<file path="config.mk">
export PLATFORM = sky130hd
export DESIGN_NAME = i2c_bus_watch
export DESIGN_NICKNAME = d
export VERILOG_FILES = /design/src/rtl/i2c_watch_pkg.sv /design/src/rtl/i2c_line_sync.sv /design/src/rtl/i2c_settle_timer.sv /design/src/rtl/i2c_stretch_timer.sv /design/src/rtl/i2c_sticky_flags.sv /design/src/rtl/i2c_bus_watch.sv
export SDC_FILE = /design/constraint.sdc
export NUM_CORES = 1
export LEC_CHECK = 0
export CAP_MARGIN = 5
export CORE_AREA = 2 2 74 76
export CTS_BUF_LIST = sky130_fd_sc_hd__clkbuf_8
export DETAILED_ROUTE_END_ITERATION = 12
export DIE_AREA = 0 0 76 78
export PLACE_DENSITY = 0.84
export SYNTH_ARGS = -nofsm -noshare
export SYNTH_HDL_FRONTEND = slang
export SYNTH_SLANG_ARGS = --single-unit
</file>
<file path="constraint.sdc">
create_clock -name clk -period 2.05 [get_ports clk]
set_input_delay 0.205 -clock clk [delete_from_list [all_inputs] [get_ports clk]]
set_output_delay 0.205 -clock clk [all_outputs]
set_load 0.05 [all_outputs]
</file>
<file path="src/rtl/i2c_watch_pkg.sv">
package i2c_watch_pkg;

    typedef enum logic [1:0] {
        PH_IDLE = 2'd0,
        PH_TX   = 2'd1,
        PH_RX   = 2'd2,
        PH_RSVD = 2'd3
    } phase_e;

    typedef enum logic [1:0] {
        W_IDLE,
        W_DRIVE_LOW,
        W_STRETCH,
        W_HIGH
    } watch_st_e;

    localparam int FLG_SCL_INTF = 0;
    localparam int FLG_SDA_INTF = 1;
    localparam int FLG_SDA_UNST = 2;
    localparam int FLG_STRETCH  = 3;
    localparam int FLG_COUNT    = 4;

endpackage

</file>
<file path="src/rtl/i2c_line_sync.sv">
module i2c_line_sync #(
    parameter int              WIDTH   = 2,
    parameter int              STAGES  = 2,
    parameter logic [WIDTH-1:0] RST_VAL = '1
) (
    input  logic             clk,
    input  logic             rst_n,
    input  logic [WIDTH-1:0] d_i,
    output logic [WIDTH-1:0] q_o
);
    logic [STAGES-1:0][WIDTH-1:0] pipe_q;

    always_ff @(posedge clk or negedge rst_n) begin
        if (!rst_n) begin
            pipe_q <= {STAGES{RST_VAL}};
        end else begin
            pipe_q <= {pipe_q[STAGES-2:0], d_i};
        end
    end

    assign q_o = pipe_q[STAGES-1];
endmodule

</file>
<file path="src/rtl/i2c_settle_timer.sv">
module i2c_settle_timer #(
    parameter int W = 8
) (
    input  logic         clk,
    input  logic         rst_n,
    input  logic         soft_clr,
    input  logic         kick_i,
    input  logic [W-1:0] load_i,
    output logic         quiet_o
);
    logic [W-1:0] left_q;

    always_ff @(posedge clk or negedge rst_n) begin
        if (!rst_n) begin
            left_q <= '0;
        end else if (soft_clr) begin
            left_q <= '0;
        end else if (kick_i) begin
            left_q <= load_i;
        end else if (left_q != '0) begin
            left_q <= left_q - 1'b1;
        end
    end

    assign quiet_o = (left_q == '0) && !kick_i;
endmodule

</file>
<file path="src/rtl/i2c_stretch_timer.sv">
module i2c_stretch_timer #(
    parameter int W = 16
) (
    input  logic         clk,
    input  logic         rst_n,
    input  logic         soft_clr,
    input  logic         run_i,
    input  logic [W-1:0] limit_i,
    output logic         hit_o,
    output logic         evt_o
);
    logic [W-1:0] cnt_q;
    logic [W-1:0] cnt_inc;

    assign cnt_inc = cnt_q + 1'b1;
    assign hit_o   = run_i && (limit_i != '0) && (cnt_q != limit_i) && (cnt_inc == limit_i);

    always_ff @(posedge clk or negedge rst_n) begin
        if (!rst_n) begin
            cnt_q <= '0;
            evt_o <= 1'b0;
        end else if (soft_clr) begin
            cnt_q <= '0;
            evt_o <= 1'b0;
        end else begin
            evt_o <= hit_o;
            if (!run_i) begin
                cnt_q <= '0;
            end else if (cnt_q != limit_i) begin
                cnt_q <= cnt_inc;
            end
        end
    end
endmodule

</file>
<file path="src/rtl/i2c_sticky_flags.sv">
module i2c_sticky_flags #(
    parameter int N = 4
) (
    input  logic         clk,
    input  logic         rst_n,
    input  logic         soft_clr,
    input  logic [N-1:0] set_i,
    input  logic [N-1:0] clr_i,
    output logic [N-1:0] flag_o
);
    logic [N-1:0] flag_q;

    for (genvar i = 0; i < N; i++) begin : g_flag
        always_ff @(posedge clk or negedge rst_n) begin
            if (!rst_n) begin
                flag_q[i] <= 1'b0;
            end else if (soft_clr) begin
                flag_q[i] <= 1'b0;
            end else if (set_i[i]) begin
                flag_q[i] <= 1'b1;
            end else if (clr_i[i]) begin
                flag_q[i] <= 1'b0;
            end
        end
    end

    assign flag_o = flag_q;
endmodule

</file>
<file path="src/rtl/i2c_bus_watch.sv">
module i2c_bus_watch
    import i2c_watch_pkg::*;
#(
    parameter int CNT_W       = 16,
    parameter int SETTLE_W    = 8,
    parameter int SYNC_STAGES = 2
) (
    input  logic                 clk,
    input  logic                 rst_n,
    input  logic                 soft_clr,
    input  logic                 scl_i,
    input  logic                 sda_i,
    input  logic                 host_scl_oe,
    input  logic                 host_sda_oe,
    input  logic [1:0]           phase_i,
    input  logic                 ovr_en,
    input  logic                 ovr_scl,
    input  logic                 ovr_sda,
    input  logic                 stretch_en,
    input  logic [CNT_W-1:0]     stretch_limit,
    input  logic [SETTLE_W-1:0]  settle_cycles,
    input  logic [3:0]           clr_i,
    output logic                 scl_oe_o,
    output logic                 sda_oe_o,
    output logic [3:0]           flags_o,
    output logic                 stretch_evt_o
);
    localparam int NFLG = FLG_COUNT;

    watch_st_e        state_q, state_d;
    phase_e           phase;
    logic             active;
    logic             scl_s, sda_s, sda_prev_q;
    logic [1:0]       oe_prev_q;
    logic             kick, quiet;
    logic             run, hit;
    logic [NFLG-1:0]  set_vec;

    // Final drive with override
    assign scl_oe_o = ovr_en ? !ovr_scl : host_scl_oe;
    assign sda_oe_o = ovr_en ? !ovr_sda : host_sda_oe;

    assign phase  = phase_e'(phase_i);
    assign active = !ovr_en && ((phase == PH_TX) || (phase == PH_RX));

    i2c_line_sync #(
        .WIDTH   (2),
        .STAGES  (SYNC_STAGES),
        .RST_VAL (2'b11)
    ) i_sync (
        .clk   (clk),
        .rst_n (rst_n),
        .d_i   ({scl_i, sda_i}),
        .q_o   ({scl_s, sda_s})
    );

    always_ff @(posedge clk or negedge rst_n) begin
        if (!rst_n) begin
            oe_prev_q  <= 2'b00;
            sda_prev_q <= 1'b1;
        end else begin
            oe_prev_q  <= {scl_oe_o, sda_oe_o};
            sda_prev_q <= sda_s;
        end
    end

    assign kick = ({scl_oe_o, sda_oe_o} != oe_prev_q);

    i2c_settle_timer #(.W(SETTLE_W)) i_settle (
        .clk      (clk),
        .rst_n    (rst_n),
        .soft_clr (soft_clr),
        .kick_i   (kick),
        .load_i   (settle_cycles),
        .quiet_o  (quiet)
    );

    assign run = stretch_en && (state_q == W_STRETCH) && !scl_s;

    i2c_stretch_timer #(.W(CNT_W)) i_stretch (
        .clk      (clk),
        .rst_n    (rst_n),
        .soft_clr (soft_clr),
        .run_i    (run),
        .limit_i  (stretch_limit),
        .hit_o    (hit),
        .evt_o    (stretch_evt_o)
    );

    // State register
    always_ff @(posedge clk or negedge rst_n) begin
        if (!rst_n) begin
            state_q <= W_IDLE;
        end else if (soft_clr) begin
            state_q <= W_IDLE;
        end else begin
            state_q <= state_d;
        end
    end

    // Next state
    always_comb begin
        state_d = state_q;
        unique case (state_q)
            W_IDLE: begin
                if (active) state_d = scl_oe_o ? W_DRIVE_LOW : W_STRETCH;
            end
            W_DRIVE_LOW: begin
                if (!active)        state_d = W_IDLE;
                else if (!scl_oe_o) state_d = W_STRETCH;
            end
            W_STRETCH: begin
                if (!active)             state_d = W_IDLE;
                else if (scl_oe_o)       state_d = W_DRIVE_LOW;
                else if (scl_s && quiet) state_d = W_HIGH;
            end
            W_HIGH: begin
                if (!active)              state_d = W_IDLE;
                else if (scl_oe_o)        state_d = W_DRIVE_LOW;
                else if (!scl_s && quiet) state_d = W_STRETCH;
            end
        endcase
    end

    // Fault detection outputs
    always_comb begin
        set_vec               = '0;
        set_vec[FLG_SCL_INTF] = (state_q == W_HIGH) && !scl_oe_o && quiet && !scl_s;
        set_vec[FLG_SDA_INTF] = (state_q == W_HIGH) && (phase == PH_TX) && !sda_oe_o
                                && quiet && !sda_s;
        set_vec[FLG_SDA_UNST] = (state_q == W_HIGH) && (phase == PH_RX) && quiet
                                && (sda_s != sda_prev_q);
        set_vec[FLG_STRETCH]  = hit;
    end

    i2c_sticky_flags #(.N(NFLG)) i_flags (
        .clk      (clk),
        .rst_n    (rst_n),
        .soft_clr (soft_clr),
        .set_i    (set_vec),
        .clr_i    (clr_i),
        .flag_o   (flags_o)
    );
endmodule

</file>
==> out/qor.csv, run 1 <==
metric,value,unit
status,finished with violations,
failing checks,setup timing,
Synth top area share,0.343,
fraction of layout cells with a size suffix above 1,0.190,
CP peak stage delay,0.45,ns
Area contributors post-synth,"dfrtp_1 34%, xnor2_1 13%, dfstp_2 5.5%",
htree depth,2,
PortBufs,47,
Power Dens Cells,511,nW/um2
initial antenna violation count,0,
"commonest non-fill, non-tap cells in the layout","43 x clkdlybuf4s50_1, 37 x xnor2_1, 33 x dfrtp_1",
first-pass GRT wire length,10000,um
post-DP HPWL,4420,um
reg2reg start,i_settle.left_q[6]$_DFFE_PN0P_,
"flops & latches, synth",38,
LEAKAGE,0.00127,uW
Syn Inst Count,262,
max_cap viols,0,
Die ar.,5930,um2
"Seq/Total Area, Yosys",0.398,
routing usage on met3,0.0419,
clk buf depth,2,
critical-path cell list,nor4_2 > nand2_1 > a2111oi_4 > nand3_2 > or3_2 > a21oi_2,
"most common cell after layout, fill and taps aside",clkdlybuf4s50_1,
M2 GR Usage,0.346,
largest net degree at the start of global routing,39,
Die Y-Extent,78,um
crit path launch,i_settle.left_q[6]$_DFFE_PN0P_,
Final Hold Viols,0,
Setup-failing EPs final,2,
clock sinks,38,
Synth async-reset ratio,1.00,
Hold Slack,0.0175,ns
met1 Use GR,0.267,
Worst EP required,2.26,ns
io pins,48,
drt drc,0,
Synth warnings,0,
Synth Net Count,308,
Pre-Repair DR Iteration Count,4,
fin crit share,1.04,
arrival time worst endpoint,2.34,ns
fin worst setup slack,-0.0798,ns
grt total ovfl,0,
detailed-route via count,2226,
Fmax,0.470,GHz
Synth area leader,dfrtp_1,
clk_lat worst skew,0.29,ns
Rel. slew slack,0.437,
Synth Cell Area,2400,um2
final core utilization,0.648,
area delta synth->final,35.8,%
final-report max-slew violation count,0,
WL per Instance,14.6,um
total CTS buffers,5,
Worst path slowest cell,or3_2,
Post-synth EDFFs,0,
dpl ws,-0.337,ns
core footprint,5040,um2
vias per inst,5.54,
initial drt markers,90,
Die X,76,um
Initial Utilization,0.477,
WP buf/inv,0,
crit-path max FO,3,
clock-pin slew on the worst setup and hold paths,0.08,ns
Hold Path Class,in2async,
family with the most delay on the worst path,simple AND/OR/NAND/NOR gates,
GPL Wtd Cong,0.921,
Tmin final,2.13,ns
Worst Clk Skew,0.0102,ns
ANT nets after route,0,
Worst-Margin Slew,0.844,ns
row count,26,
crit path kind,reg2reg,
CTS tree,done,
Post-synth top flop,dfrtp_1,
unique cell type count in the Yosys netlist,49,
startpoint types,flop,
Final nets,377,
Post-Route WL,5870,um
setup TNS,-0.129,ns
ant diodes,0,
syn avg cell area,9.18,um2
Total GRT Usage,0.209,
RSZ-0062 raised after global routing,true,
gr busiest metal,met2,
CP Capture Type,flop,
peak supply drop,0.000294,V
root buffer cell,clkbuf_8,
vias in the first global route,2195,
CTS Hold Bufs,0,
==> kinds of logic after synthesis <==
family                     after synthesis  share of synthesized area
adders and majority gates                5                     0.0260
AOI/OAI and AO/OA                       48                      0.147
and+or+nand+nor                        105                      0.228
buffers and inverters                   20                     0.0323
muxes                                    2                    0.00832
DFF                                     38                      0.398
xor gates and xnor gates                44                      0.160
==> final timing paths <==
kind	endpoint	slack, ns	cells past startpoint
setup / recovery	i_flags.flag_o[0]$_DFFE_PN0P_	-0.08	6
hold / removal	i_stretch.cnt_q[13]$_DFFE_PN0P_	0.02	1
setup reg to reg	i_flags.flag_o[0]$_DFFE_PN0P_	-0.08	6
hold reg to reg	i_sync.q_o[1]$_DFF_PN1_	0.36	0
max in group asynchronous	i_flags.flag_o[0]$_DFFE_PN0P_	1.50	1
min in group clk	i_sync.pipe_q[1]$_DFF_PN1_	0.32	1
==> final cells by class <==
cell class | instances | area (um2)
Timing Repair Buffer | 74 | 687
Clock inverter | 3 | 13.8
Clock buffer | 5 | 68.8
Tap cell | 70 | 87.6
Inverter | 8 | 30.0
Fill cell | 419 | 1780
Sequential cell | 38 | 957
Multi-Input combinational cell | 204 | 1420
==> sequential cells by signal, summed over array words and instances, names as in the netlist <==
signal / cells
sda_prev_q: 1
i_stretch.cnt_q: 16
i_stretch.evt_o: 1
state_q: 2
i_sync.pipe_q: 2
i_sync.q_o: 2
i_flags.flag_o: 4
i_settle.left_q: 8
oe_prev_q: 2
==> per-layer routing <==
metal,vias up,share of wire
li1,1068,-
met1,1057,0.43
met2,87,0.48
met3,14,0.059
met4,0,0.026
met5,-,0
==> power breakdown <==
part	switching, uW	total, uW	internal [uW]	leakage [uW]
combinational	170	375	205	0.000719
sequential	23.0	804	782	0.000500
clock	259	490	231	0.0000491
total	452	1670	1220	0.00127
==> through the flow <==
| stage | total power, uW | area, um2 | std cells |
|---|---|---|---|
| 6_report | 1670 | 3270 | 402 |
| 5_1_grt | 1760 | 3270 | 402 |
| 4_1_cts | 1670 | 3190 | 400 |
| 3_5_place_dp | 1180 | 3110 | 392 |
| 3_3_place_gp | 1170 | 3110 | 392 |
| 2_1_floorplan | 986 | 2400 | 262 |
==> synthesized netlist by cell type (3+ instances only) <==
cell	n
xnor2_1	37
xor2_1	7
clkbuf_1	10
nand2_1	19
nor4_1	9
nand4_1	11
dfstp_2	5
dfrtp_1	33
nor2_1	32
a211oi_1	13
inv_1	8
nand3_1	5
nor3b_1	3
a21oi_1	14
ha_1	5
o21ai_0	4
nor2b_1	4
nand2b_1	5
==> what timing repair did <==
action                     CTS  global route
gates cloned                 0             0
setup buffers                0             2
pin swaps                    0             5
setup endpoints to repair    2             6
hold endpoints to repair     0             0
gates resized for setup      1            10
(Power assumes the default switching activity.)
==> inputs of run 2 (changes only) <==
--- a/config.mk
+++ b/config.mk
@@ -5,12 +5,11 @@
 export SDC_FILE = /design/constraint.sdc
 export NUM_CORES = 1
 export LEC_CHECK = 0
-export CAP_MARGIN = 5
-export CORE_AREA = 2 2 74 76
+export CORE_AREA = 4 4 70 72
 export CTS_BUF_LIST = sky130_fd_sc_hd__clkbuf_8
 export DETAILED_ROUTE_END_ITERATION = 12
-export DIE_AREA = 0 0 76 78
-export PLACE_DENSITY = 0.84
+export DIE_AREA = 0 0 74 76
+export PLACE_DENSITY = 0.93
 export SYNTH_ARGS = -nofsm -noshare
 export SYNTH_HDL_FRONTEND = slang
 export SYNTH_SLANG_ARGS = --single-unit
==> constraint.sdc (replaced) <==
create_clock -name clk -period 2.6 [get_ports clk]
set_input_delay 0.26 -clock clk [delete_from_list [all_inputs] [get_ports clk]]
set_output_delay 0.26 -clock clk [all_outputs]
set_load 0.05 [all_outputs]
==> out/qor.csv, run 2 (synthesis gave the netlist of run 1 again) <==
metric,value,unit,change
status,"complete, no violations",,
CTS tree,done,,
Final Hold Viols,0,,unchanged
Pre-Repair DR Iteration Count,4,,unchanged
ANT nets after route,0,,unchanged
vias in the first global route,2171,,-1.1%
routing usage on met3,0.0449,,+0.00299
M2 GR Usage,0.338,,-0.00866
LEAKAGE,0.00114,uW,-10%
Worst Reg-to-Reg Cells,6,,unchanged
setup TNS,0,ns,+0.129 ns
max_cap viols,0,,unchanged
clk_lat worst skew,0.30,ns,about the same
clock sinks,38,,unchanged
Die ar.,5620,um2,-5.1%
Largest register FFs,16,,unchanged
clock-pin slew on the worst setup and hold paths,0.08,ns,about the same
WL per Instance,15.4,um,+5.8%
first-pass GRT wire length,9600,um,-4.3%
Rel. slew slack,0.462,,+0.0254
met1 Use GR,0.283,,+0.0153
gr busiest metal,met2,,
fin crit share,0.901,,
reg2reg start,i_settle.left_q[4]$_DFFE_PN0P_,,
RSZ-0062 raised after global routing,false,,
Worst Clk Skew,0.0131,ns,+0.00284 ns
CTS Hold Bufs,0,,unchanged
"most common cell after layout, fill and taps aside",clkdlybuf4s50_1,,
post-DP HPWL,4350,um,-1.5%
"commonest non-fill, non-tap cells in the layout","46 x clkdlybuf4s50_1, 37 x xnor2_1, 33 x dfrtp_1",,
Fmax,0.427,GHz,
initial antenna violation count,0,,unchanged
io pins,48,,unchanged
worst reg2reg path endpoint,i_flags.flag_o[1]$_DFFE_PN0P_,,
Initial Utilization,0.560,,+0.0831
GPL Wtd Cong,0.935,,+1.5%
Final nets,357,,-5.3%
Post-Route WL,5620,um,-4.2%
crit-path max FO,6,,+3
Die Y-Extent,76,um,-2.6%
total CTS buffers,5,,unchanged
R2R Setup Slk,0.48,ns,+0.56 ns
arrival time worst endpoint,2.08,ns,-0.26 ns
drt drc,0,,unchanged
htree depth,2,,unchanged
core footprint,4290,um2,-15%
startpoint types,input port,,
final core utilization,0.704,,+0.0563
crit path kind,in2out,,
Total GRT Usage,0.215,,+0.00612
Filler cells,337,,-20%
Tmin final,2.34,ns,
largest net degree at the start of global routing,39,,unchanged
Power Dens Cells,421,nW/um2,-18%
root buffer cell,clkbuf_8,,
Die X,74,um,-2.6%
post-CTS setup buffers,0,,unchanged
CP Capture Type,output port,,
final-report max-slew violation count,0,,unchanged
clk buf depth,2,,unchanged
fraction of layout cells with a size suffix above 1,0.0994,,-0.0904
post_cts resized,0,,-1
peak supply drop,0.000292,V,-0.94%
detailed-route via count,2127,,-4.4%
Hold Path Class,in2async,,
initial drt markers,116,,+29%
Reg with most FFs,i_stretch.cnt_q,,
Worst EP required,2.34,ns,+0.08 ns
Worst-Margin Slew,0.806,ns,-0.0381 ns
Setup-failing EPs final,0,,-2
row count,24,,-7.7%
vias per inst,5.84,,+5.5%
grt total ovfl,0,,unchanged
area delta synth->final,25.7,%,
PortBufs,47,,unchanged
ant diodes,0,,unchanged
## run 2: cell types whose count changed in the layout (fill, tap and decap cells not counted), moves of 2 or more
cell,before,now
nor3b_2,2,0
buf_12,2,0
clkdlybuf4s50_1,43,46
buf_4,27,7
a21oi_1,12,14
nor3b_1,1,3
a21oi_2,2,0
nor4_1,7,9
## run 2: worst max-delay path: stages
cell and delay [ns]:
clkdlybuf4s50_1 0.58, nor2b_2 0.25, or2_2 0.18, clkdlybuf4s50_1 0.81
## run 2: layout make-up
type	count	area (um2)	share of cell area
Sequential cell	38	957	0.317
Clock buffer	5	68.8	0.0228
Clock inverter	3	13.8	0.00455
Inverter	8	30.0	0.00993
Timing Repair Buffer	54	518	0.171
Multi-Input combinational cell	204	1370	0.453
Tap cell	52	65.1	0.0215
## run 2: layer usage
layer  part of all wire  routed length [um]
met3              0.073                 412
met1               0.44                2460
met4              0.022                 125
met5                  0                   0
met2               0.47                2620
## run 2: how the worst max path moves through the flow
stage | slack, ns | cells past startpoint | end | start
after floorplan | 0.59 | 8 | i_flags.flag_o[1]$_DFFE_PN0P_ | i_settle.left_q[0]$_DFFE_PN0P_
after global placement | 0.22 | 7 | i_flags.flag_o[1]$_DFFE_PN0P_ | ovr_en
after detailed placement | 0.08 | 7 | i_flags.flag_o[1]$_DFFE_PN0P_ | ovr_en
after CTS | 0.28 | 4 | scl_oe_o | ovr_en
after global routing | 0.22 | 4 | scl_oe_o | ovr_en
final | 0.26 | 4 | scl_oe_o | ovr_en
## run 2: power breakdown
group / switching (uW) / internal [uW]
Combinational: 121 / 127
Sequential: 18.3 / 616
Clock: 207 / 182
## run 2: per-stage QoR
step | worst slack [ns] | area (um2) | std cells | total power (uW) | hold slack [ns]
floorplan | 0.593 | 2400 | 262 | 777 | -0.0356
global placement | 0.216 | 2940 | 356 | 884 | 0.346
detailed placement | 0.0792 | 2940 | 356 | 894 | 0.348
CTS | 0.281 | 3020 | 364 | 1280 | 0.0843
global route | 0.216 | 3020 | 364 | 1340 | 0.116
finish | 0.257 | 3020 | 364 | 1270 | 0.0518
